==> src/rtl/ipi_timer_irq_ctrl.sv <==
module ipi_timer_irq_ctrl #(
  parameter int ACTIVE_CPUS = 4,
  parameter int ADDR_W      = 3,
  parameter int DATA_W      = 64
) (
  input  logic              clk,
  input  logic              rst_n,
  input  logic              req_valid,
  input  logic              req_write,
  input  logic [ADDR_W-1:0] req_addr,
  input  logic [DATA_W-1:0] req_wdata,
  input  logic [1:0]        req_cpu,
  input  logic              timer_tick,
  output logic              rsp_valid,
  output logic              rsp_err,
  output logic [DATA_W-1:0] rsp_rdata,
  output logic [3:0]        ipi_irq,
  output logic [3:0]        tmr_irq,
  output logic              warn_dup,
  output logic              warn_idle
);
  localparam logic [3:0] ACT = 4'((1 << ACTIVE_CPUS) - 1);
  localparam logic [ADDR_W-1:0] A_CTL  = ADDR_W'(0);
  localparam logic [ADDR_W-1:0] A_ICLR = ADDR_W'(1);
  localparam logic [ADDR_W-1:0] A_TCLR = ADDR_W'(2);
  localparam logic [ADDR_W-1:0] A_IREQ = ADDR_W'(3);

  logic wr, is_ctl, is_iclr, is_tclr, is_ireq, known, err;
  logic [3:0] set_ipi, clr_ipi, clr_tmr, mask;
  logic [DATA_W-1:0] rdata;

  assign wr      = req_valid & req_write;
  assign is_ctl  = req_addr == A_CTL;
  assign is_iclr = req_addr == A_ICLR;
  assign is_tclr = req_addr == A_TCLR;
  assign is_ireq = req_addr == A_IREQ;
  assign known   = is_ctl | is_iclr | is_tclr | is_ireq;
  assign mask    = req_wdata[3:0];

  assign set_ipi = ACT & ((wr & is_ctl)  ? req_wdata[15:12] :
                          (wr & is_ireq) ? mask : 4'd0);
  assign clr_ipi = ACT & ((wr & is_ctl)  ? req_wdata[11:8] :
                          (wr & is_iclr) ? mask : 4'd0);
  assign clr_tmr = ACT & ((wr & is_ctl)  ? req_wdata[7:4] :
                          (wr & is_tclr) ? mask : 4'd0);

  assign err = req_valid & (~known |
               (req_write & is_ctl & (req_wdata[15:4] == 12'd0) & ~req_wdata[28]) |
               (req_write & ~is_ctl & (mask == 4'd0)));

  always_comb begin
    rdata = '0;
    if (req_valid & ~req_write) begin
      if (is_ctl)       rdata[1:0] = req_cpu;
      else if (is_iclr) rdata[3:0] = ipi_irq;
      else if (is_tclr) rdata[3:0] = tmr_irq;
    end
  end

  always_ff @(posedge clk) begin
    if (!rst_n) begin
      ipi_irq   <= '0;
      tmr_irq   <= '0;
      rsp_valid <= 1'b0;
      rsp_err   <= 1'b0;
      rsp_rdata <= '0;
      warn_dup  <= 1'b0;
      warn_idle <= 1'b0;
    end else begin
      ipi_irq   <= (ipi_irq | set_ipi) & ~clr_ipi;
      tmr_irq   <= (tmr_irq | (timer_tick ? ACT : 4'd0)) & ~clr_tmr;
      rsp_valid <= req_valid;
      rsp_err   <= err;
      rsp_rdata <= rdata;
      warn_dup  <= |(set_ipi & ipi_irq);
      warn_idle <= |(clr_ipi & ~ipi_irq);
    end
  end
endmodule


==> config.mk <==
export PLATFORM = sky130hd
export DESIGN_NAME = ipi_timer_irq_ctrl
export DESIGN_NICKNAME = d
export VERILOG_FILES = /design/src/rtl/ipi_timer_irq_ctrl.sv
export SDC_FILE = /design/constraint.sdc
export NUM_CORES = 1
export LEC_CHECK = 0
export ABC_AREA = 0
export CAP_MARGIN = 20
export CORE_UTILIZATION = 30
export DETAILED_ROUTE_END_ITERATION = 8
export PLACE_DENSITY = 0.88
export SYNTH_ARGS = -nofsm -noshare
export SYNTH_HDL_FRONTEND = slang
export SYNTH_SLANG_ARGS = --single-unit
==> constraint.sdc <==
create_clock -name clk -period 3.8 [get_ports clk]
set_clock_uncertainty 0.05 [all_clocks]
set_input_delay 0.95 -clock clk [delete_from_list [all_inputs] [get_ports clk]]
set_output_delay 0.95 -clock clk [all_outputs]
set_load 0.01 [all_outputs]
==> run_summary.xml, run 1 <==
<?xml version="1.0" encoding="UTF-8"?>
<metrics>
  <group name="status">
    <metric name="status" unit="">completed</metric>
  </group>
  <group name="layout">
    <metric name="antenna-diode-count" unit="">0</metric>
    <metric name="area_growth_syn_to_layout" unit="%">19.8</metric>
    <metric name="layout-drive-gt1-share" unit="%">5.03</metric>
    <metric name="finalNetCount" unit="">274</metric>
    <metric name="nFillCells" unit="">430</metric>
  </group>
  <group name="yosys">
    <metric name="synth-seq-area-share" unit="%">24.1</metric>
    <metric name="post_synth_num_cell_types" unit="">32</metric>
    <metric name="postSynthCellCount" unit="">159</metric>
    <metric name="synth.ff_latch_count" unit="">16</metric>
    <metric name="netlist.top_cell.by_area" unit="">buf_4</metric>
    <metric name="synthFlopType" unit="">dfxtp_1</metric>
    <metric name="synth-edff-count" unit="">0</metric>
    <metric name="yosys_warnings" unit="">0</metric>
    <metric name="async_reset_ff_share" unit="%">0</metric>
    <metric name="syn_area_per_cell" unit="µm²">8.37</metric>
    <metric name="synth_most_common_cell" unit="">buf_4</metric>
    <metric name="yosys-top-cells-count" unit="">buf_4 (61), dfxtp_1 (16), a21oi_1 (13)</metric>
    <metric name="syn_area" unit="mm²">0.00133</metric>
    <metric name="synth.top_cell.area_share" unit="%">34.4</metric>
    <metric name="ys_top_cells_by_area" unit="">buf_4 (34%), dfxtp_1 (24%), a21oi_1 (4.9%), o221a_1 (3.4%), mux2i_1 (3.0%)</metric>
  </group>
  <group name="setup_path">
    <metric name="path_class" unit="">in2reg</metric>
    <metric name="worstPathMaxFanout" unit="">19</metric>
    <metric name="cp_data_required_time" unit="ns">3.89</metric>
    <metric name="timing.critical_path.slowest_stage_cell" unit="">clkdlybuf4s50_1</metric>
    <metric name="critical_path.max_stage_delay" unit="ns">0.97</metric>
    <metric name="critPathLaunchType" unit="">primary input</metric>
    <metric name="timing.critical_path.to_type" unit="">flop</metric>
    <metric name="arrival" unit="ns">2.68</metric>
    <metric name="path_cells" unit="">clkdlybuf4s50_1 -&gt; nor2_4 -&gt; a21oi_1 -&gt; nor3b_1 -&gt; o31a_1</metric>
  </group>
  <group name="route">
    <metric name="detail_route.iter0.violations" unit="">94</metric>
    <metric name="avgRoutedWirePerCell" unit="µm">11.7</metric>
    <metric name="drt_pass_1_iters" unit="">4</metric>
    <metric name="antenna_left" unit="">0</metric>
    <metric name="post-route-drc-count" unit="">0</metric>
    <metric name="vias_per_cell" unit="">4.44</metric>
    <metric name="routed_wirelength" unit="µm">2910</metric>
    <metric name="detailroute.via_count" unit="">1106</metric>
  </group>
  <group name="timing">
    <metric name="tightest_slew" unit="ns">0.768</metric>
    <metric name="timing.fmax" unit="MHz">386</metric>
    <metric name="setup_ws" unit="ns">1.21</metric>
    <metric name="setup-tns-final" unit="ns">0</metric>
    <metric name="finalHoldViolations" unit="">0</metric>
    <metric name="report.final.slew_viol_count" unit="">0</metric>
    <metric name="timing.max_slew.rel_slack" unit="%">48.7</metric>
    <metric name="final.period_utilization" unit="%">68.1</metric>
    <metric name="rsz0062_at_grt" unit="">false</metric>
    <metric name="report.final.setup_viol" unit="">0</metric>
    <metric name="min_period" unit="ns">2.59</metric>
  </group>
  <group name="placement">
    <metric name="detailedPlace.worstSlack" unit="ns">0.964</metric>
    <metric name="portbufs" unit="">42</metric>
    <metric name="place_hpwl" unit="µm">2330</metric>
    <metric name="place_congestion" unit="">0.825</metric>
  </group>
  <group name="pwr">
    <metric name="pwr-share-seq" unit="%">40.1</metric>
    <metric name="swShare" unit="%">29.4</metric>
    <metric name="power.density" unit="mW/mm²">279</metric>
    <metric name="vdd_drop_max" unit="V">0.000162</metric>
    <metric name="switching_power" unit="mW">0.131</metric>
    <metric name="clock_power_share" unit="%">34.4</metric>
    <metric name="power_frac_comb" unit="%">25.6</metric>
    <metric name="power.internal" unit="mW">0.314</metric>
    <metric name="static_leakage" unit="nW">0.677</metric>
  </group>
  <group name="grt">
    <metric name="first_global_vias" unit="">984</metric>
    <metric name="initial_antenna_violation_count" unit="">0</metric>
    <metric name="grt_first_pass_wirelength" unit="µm">4440</metric>
    <metric name="globalRouteOverflowTotal" unit="">0</metric>
    <metric name="maximum_number_of_pins_on_one_net_before_global_route_repair" unit="">20</metric>
    <metric name="grt_util_overall" unit="%">12.9</metric>
  </group>
  <group name="clocking">
    <metric name="cts_sinks" unit="">16</metric>
    <metric name="clkTransAtPathRegs" unit="ns">0.07</metric>
    <metric name="cts.hold.buffers_added" unit="">0</metric>
    <metric name="ctsLongestPathBuffers" unit="">2</metric>
    <metric name="clock_insertion_delay_worst_skew" unit="ns">0.25</metric>
    <metric name="clock_tree.root_cell" unit="">clkbuf_8</metric>
    <metric name="cts.htree.levels" unit="">1</metric>
    <metric name="tritoncts" unit="">done</metric>
    <metric name="cts.repair_timing.setup_buffer_count" unit="">0</metric>
    <metric name="inserted_clock_buffers" unit="">3</metric>
    <metric name="cts_resized" unit="">0</metric>
  </group>
  <group name="floorplanning">
    <metric name="chipWidth" unit="µm">68.6</metric>
    <metric name="floorplan.die_area" unit="mm²">0.00471</metric>
    <metric name="io-pin-count" unit="">150</metric>
    <metric name="fp-row-count" unit="">23</metric>
    <metric name="core_area" unit="mm²">0.00412</metric>
    <metric name="die_h" unit="µm">68.6</metric>
    <metric name="start_util" unit="%">32.4</metric>
  </group>
  <group name="worst_hold_path">
    <metric name="worstHoldPathType" unit="">reg2reg</metric>
  </group>
  <group name="flow_run">
    <metric name="cap_violations" unit="">0</metric>
  </group>
</metrics>
==> path summary, 6_finish.rpt <==
kind                   to  cells past startpoint   startpoint  slack [ns]
max              warn_dup                      5  req_addr[0]        1.21
min          rsp_rdata[3]                      2   tmr_irq[3]        0.51
max reg2reg      warn_dup                      4   ipi_irq[0]        2.51
min reg2reg  rsp_rdata[3]                      2   tmr_irq[3]        0.51
==> critical path, delay by kind of cell <==
kind	cells	cell delay, ns
buffers and inverters	1	0.97
AOI/OAI and AO/OA	2	0.54
and+or+nand+nor	2	0.21
==> per-stage QoR <==
stage | hold WS, ns | util, % | area [µm²] | instances | power, mW
finish | 0.506 | 38.8 | 1600 | 249 | 0.444
global placement | 0.502 | 37.4 | 1540 | 245 | 0.292
detailed placement | 0.508 | 37.4 | 1540 | 245 | 0.293
CTS | 0.519 | 38.8 | 1600 | 249 | 0.445
floorplan | 0.504 | - | 1550 | 218 | 0.291
global route | 0.559 | 38.8 | 1600 | 249 | 0.465
==> per-layer routing <==
layer | track usage, % | vias up | part of all wire, %
met5 | 0 | - | 0
met4 | 2.86 | 0 | 1.3
met3 | 5.10 | 6 | 13
met2 | 24.1 | 95 | 49
met1 | 13.2 | 491 | 36
li1 | - | 514 | -
==> layout by cell type (no fill, tap or decap), types with 4 or more instances in the layout <==
| cell | netlist | final |
|---|---|---|
| mux2i_1 | 4 | 4 |
| nor4_1 | 4 | 4 |
| conb_1 | 1 | 60 |
| clkdlybuf4s50_1 | 0 | 42 |
| nor2_1 | 8 | 8 |
| o21ai_0 | 4 | 4 |
| o221a_1 | 4 | 4 |
| a21oi_1 | 13 | 13 |
| dfxtp_1 | 16 | 16 |
| clkbuf_8 | 0 | 4 |
| inv_1 | 4 | 4 |
==> layout make-up <==
cell class / count / area [µm²] / share of cell area [%]
multi-input cells: 133 / 722 / 45.3
inverters: 4 / 15.0 / 0.941
well taps: 50 / 62.6 / 3.92
clock buffers: 4 / 55.1 / 3.45
flip-flops and latches: 16 / 320 / 20.1
repair buffers: 42 / 420 / 26.4
==> cells by family (layout without fill, tap and decap cells) <==
kind of cell / count (synthesis) / after routing / share of synthesized area (%)
muxes: 8 / 8 / 6.39
AOI/OAI and AO/OA: 29 / 29 / 13.9
buffers and inverters: 69 / 50 / 38.3
other: 1 / 60 / 0.282
DFF: 16 / 16 / 24.1
and+or+nand+nor: 36 / 36 / 17.0
==> power by group through the flow <==
stage | Clock (mW) | Sequential [mW] | Combinational, mW
2_1_floorplan | 0 | 0.184 | 0.107
4_1_cts | 0.155 | 0.178 | 0.112
6_report | 0.153 | 0.178 | 0.114
3_3_place_gp | 0 | 0.182 | 0.110
3_5_place_dp | 0 | 0.182 | 0.111
5_1_grt | 0.160 | 0.179 | 0.126
==> flip-flops by register name, indices dropped and copies added (netlist names) <==
name and count:
rsp_rdata 4, warn_idle 1, rsp_valid 1, rsp_err 1, warn_dup 1, tmr_irq 4, ipi_irq 4
No activity file was read; power rests on OpenSTA's default activity.
==> run 2: changes to the inputs <==
CORE_UTILIZATION = 28   (was 30)
PLACE_DENSITY = 0.83   (was 0.88)
clock period = 2.6 ns   (was 3.8 ns; I/O delays follow)
==> run 2 against run 1 <==
The flow now finishes with violations (DRC); combinational power grew 49%; flip-flop and latch count is the same; clock power grew 46%; setup slack lost 0.73 ns; first-iteration DRC count grew 110%; non-clock buffer count grew 3; via count grew 0.72%; power grew 47%; critical endpoint unchanged; largest power group unchanged.
==> run_summary.xml, run 2 (same netlist as run 1, synthesis figures left out) <==
<?xml version="1.0" encoding="UTF-8"?>
<metrics>
  <group name="clocking">
    <metric name="cts.hold.buffers_added" unit="">0</metric>
    <metric name="clock_insertion_delay_worst_skew" unit="ns">0.26</metric>
    <metric name="tritoncts" unit="">done</metric>
    <metric name="cts_resized" unit="">0</metric>
    <metric name="clock_tree.root_cell" unit="">clkbuf_8</metric>
    <metric name="inserted_clock_buffers" unit="">3</metric>
    <metric name="ctsLongestPathBuffers" unit="">2</metric>
    <metric name="cts.htree.levels" unit="">1</metric>
    <metric name="cts.repair_timing.setup_buffer_count" unit="">0</metric>
    <metric name="cts_sinks" unit="">16</metric>
    <metric name="clkTransAtPathRegs" unit="ns">0.07</metric>
  </group>
  <group name="setup_path">
    <metric name="arrival" unit="ns">2.22</metric>
    <metric name="path_common_cell" unit="">a31oi_1</metric>
    <metric name="path_delay_family" unit="">buffers and inverters</metric>
    <metric name="critPathLaunchType" unit="">primary input</metric>
    <metric name="cp_num_buf_inv" unit="">1</metric>
    <metric name="timing.critical_path.to_type" unit="">flop</metric>
    <metric name="path_cells" unit="">clkdlybuf4s50_1 -&gt; nor2_4 -&gt; a31oi_1 -&gt; a31oi_1 -&gt; o31a_1</metric>
    <metric name="path_class" unit="">in2reg</metric>
    <metric name="worstPathMaxFanout" unit="">12</metric>
    <metric name="timing.critical_path.slowest_stage_cell" unit="">clkdlybuf4s50_1</metric>
    <metric name="critical_path.max_stage_delay" unit="ns">0.82</metric>
    <metric name="cp_data_required_time" unit="ns">2.69</metric>
  </group>
  <group name="route">
    <metric name="detail_route.iter0.violations" unit="">198</metric>
    <metric name="vias_per_cell" unit="">4.39</metric>
    <metric name="routed_wirelength" unit="µm">3060</metric>
    <metric name="post-route-drc-count" unit="">5</metric>
    <metric name="avgRoutedWirePerCell" unit="µm">12.0</metric>
    <metric name="drt_pass_1_iters" unit="">8</metric>
    <metric name="detailroute.via_count" unit="">1114</metric>
    <metric name="antenna_left" unit="">0</metric>
  </group>
  <group name="floorplanning">
    <metric name="fp-row-count" unit="">24</metric>
    <metric name="core_area" unit="mm²">0.00447</metric>
    <metric name="io-pin-count" unit="">150</metric>
    <metric name="die_h" unit="µm">71.0</metric>
    <metric name="chipWidth" unit="µm">71.0</metric>
    <metric name="start_util" unit="%">29.8</metric>
    <metric name="floorplan.die_area" unit="mm²">0.00503</metric>
  </group>
  <group name="flow_run">
    <metric name="cap_violations" unit="">0</metric>
  </group>
  <group name="grt">
    <metric name="grt_first_pass_wirelength" unit="µm">4620</metric>
    <metric name="maximum_number_of_pins_on_one_net_before_global_route_repair" unit="">13</metric>
    <metric name="globalRouteOverflowTotal" unit="">0</metric>
    <metric name="initial_antenna_violation_count" unit="">0</metric>
    <metric name="grt_util_overall" unit="%">11.7</metric>
    <metric name="first_global_vias" unit="">980</metric>
  </group>
  <group name="placement">
    <metric name="place_congestion" unit="">0.915</metric>
    <metric name="place_hpwl" unit="µm">2460</metric>
    <metric name="portbufs" unit="">42</metric>
  </group>
  <group name="timing">
    <metric name="final.period_utilization" unit="%">81.7</metric>
    <metric name="timing.fmax" unit="MHz">471</metric>
    <metric name="rsz0062_at_grt" unit="">false</metric>
    <metric name="finalHoldViolations" unit="">0</metric>
    <metric name="fin_hold_ws" unit="ns">0.503</metric>
    <metric name="tightest_slew" unit="ns">0.553</metric>
    <metric name="setup-tns-final" unit="ns">0</metric>
    <metric name="min_period" unit="ns">2.12</metric>
    <metric name="report.final.slew_viol_count" unit="">0</metric>
    <metric name="timing.max_slew.rel_slack" unit="%">63.0</metric>
    <metric name="report.final.setup_viol" unit="">0</metric>
  </group>
  <group name="layout">
    <metric name="antenna-diode-count" unit="">0</metric>
    <metric name="nFillCells" unit="">477</metric>
    <metric name="area_growth_syn_to_layout" unit="%">21.7</metric>
    <metric name="layout-drive-gt1-share" unit="%">6.44</metric>
    <metric name="layout_commonest_cell" unit="">conb_1</metric>
    <metric name="reg.largest.list" unit="">ipi_irq: 4 flops, rsp_rdata: 4 flops, tmr_irq: 4 flops</metric>
    <metric name="most-common-layout-cells" unit="">conb_1 (60), clkdlybuf4s50_1 (42), dfxtp_1 (16), a21oi_1 (13), nor2_1 (8)</metric>
    <metric name="finalNetCount" unit="">277</metric>
  </group>
  <group name="pwr">
    <metric name="static_leakage" unit="nW">0.692</metric>
    <metric name="vdd_drop_max" unit="V">0.000137</metric>
    <metric name="power.density" unit="mW/mm²">404</metric>
  </group>
  <group name="status">
    <metric name="status" unit="">finished with violations</metric>
    <metric name="failed_checks" unit="">DRC</metric>
  </group>
  <group name="worst_hold_path">
    <metric name="worstHoldPathType" unit="">reg2reg</metric>
  </group>
</metrics>
[run 2: power by group]
part | internal [mW] | total [mW] | switching (mW)
Sequential | 0.254 | 0.261 | 0.00684
Clock | 0.135 | 0.224 | 0.0894
Combinational | 0.0733 | 0.170 | 0.0967
Total | 0.462 | 0.654 | 0.193
[run 2: cell type report]
cell class / instances / area (µm²) / share of cell area [%]
Clock buffer: 4 / 55.1 / 3.40
Sequential cell: 16 / 320 / 19.8
Tap cell: 52 / 65.1 / 4.02
Timing Repair Buffer: 45 / 443 / 27.3
Inverter: 4 / 15.0 / 0.927
Multi-Input combinational cell: 133 / 722 / 44.6
[run 2: final timing paths]
check                           slack (ns)        start  depth (start not counted)    endpoint
worst max register to register        1.27   ipi_irq[0]                          4    warn_dup
worst min register to register        0.50   tmr_irq[3]                          2  tmr_irq[3]
worst min-delay path                  0.50   tmr_irq[3]                          2  tmr_irq[3]
worst max-delay path                  0.48  req_addr[0]                          5    warn_dup
[run 2: metal layers]
metal | global-route usage, % | vias to the layer above | wire [µm]
met1 | 13.5 | 502 | 1200
met3 | 3.28 | 9 | 320
li1 | - | 520 | -
met4 | 5.33 | 0 | 56
met2 | 20.1 | 83 | 1480
met5 | 0 | - | 0
[run 2: worst register-to-register path, stage by stage, from the launching register on]
cell and delay (ns):
dfxtp_1 0.38, and4_4 0.22, a31oi_1 0.14, a31oi_1 0.12, o31a_1 0.31
[run 2: stage by stage]
stage               power, mW  instance area [µm²]  utilization (%)  cells  worst slack (ns)
floorplan               0.425                 1550                -    218              1.02
global placement        0.431                 1570             35.0    250             0.257
detailed placement      0.433                 1570             35.0    250             0.265
CTS                     0.656                 1620             36.2    254             0.495
global route            0.686                 1620             36.2    254             0.398
finish                  0.654                 1620             36.2    254             0.477
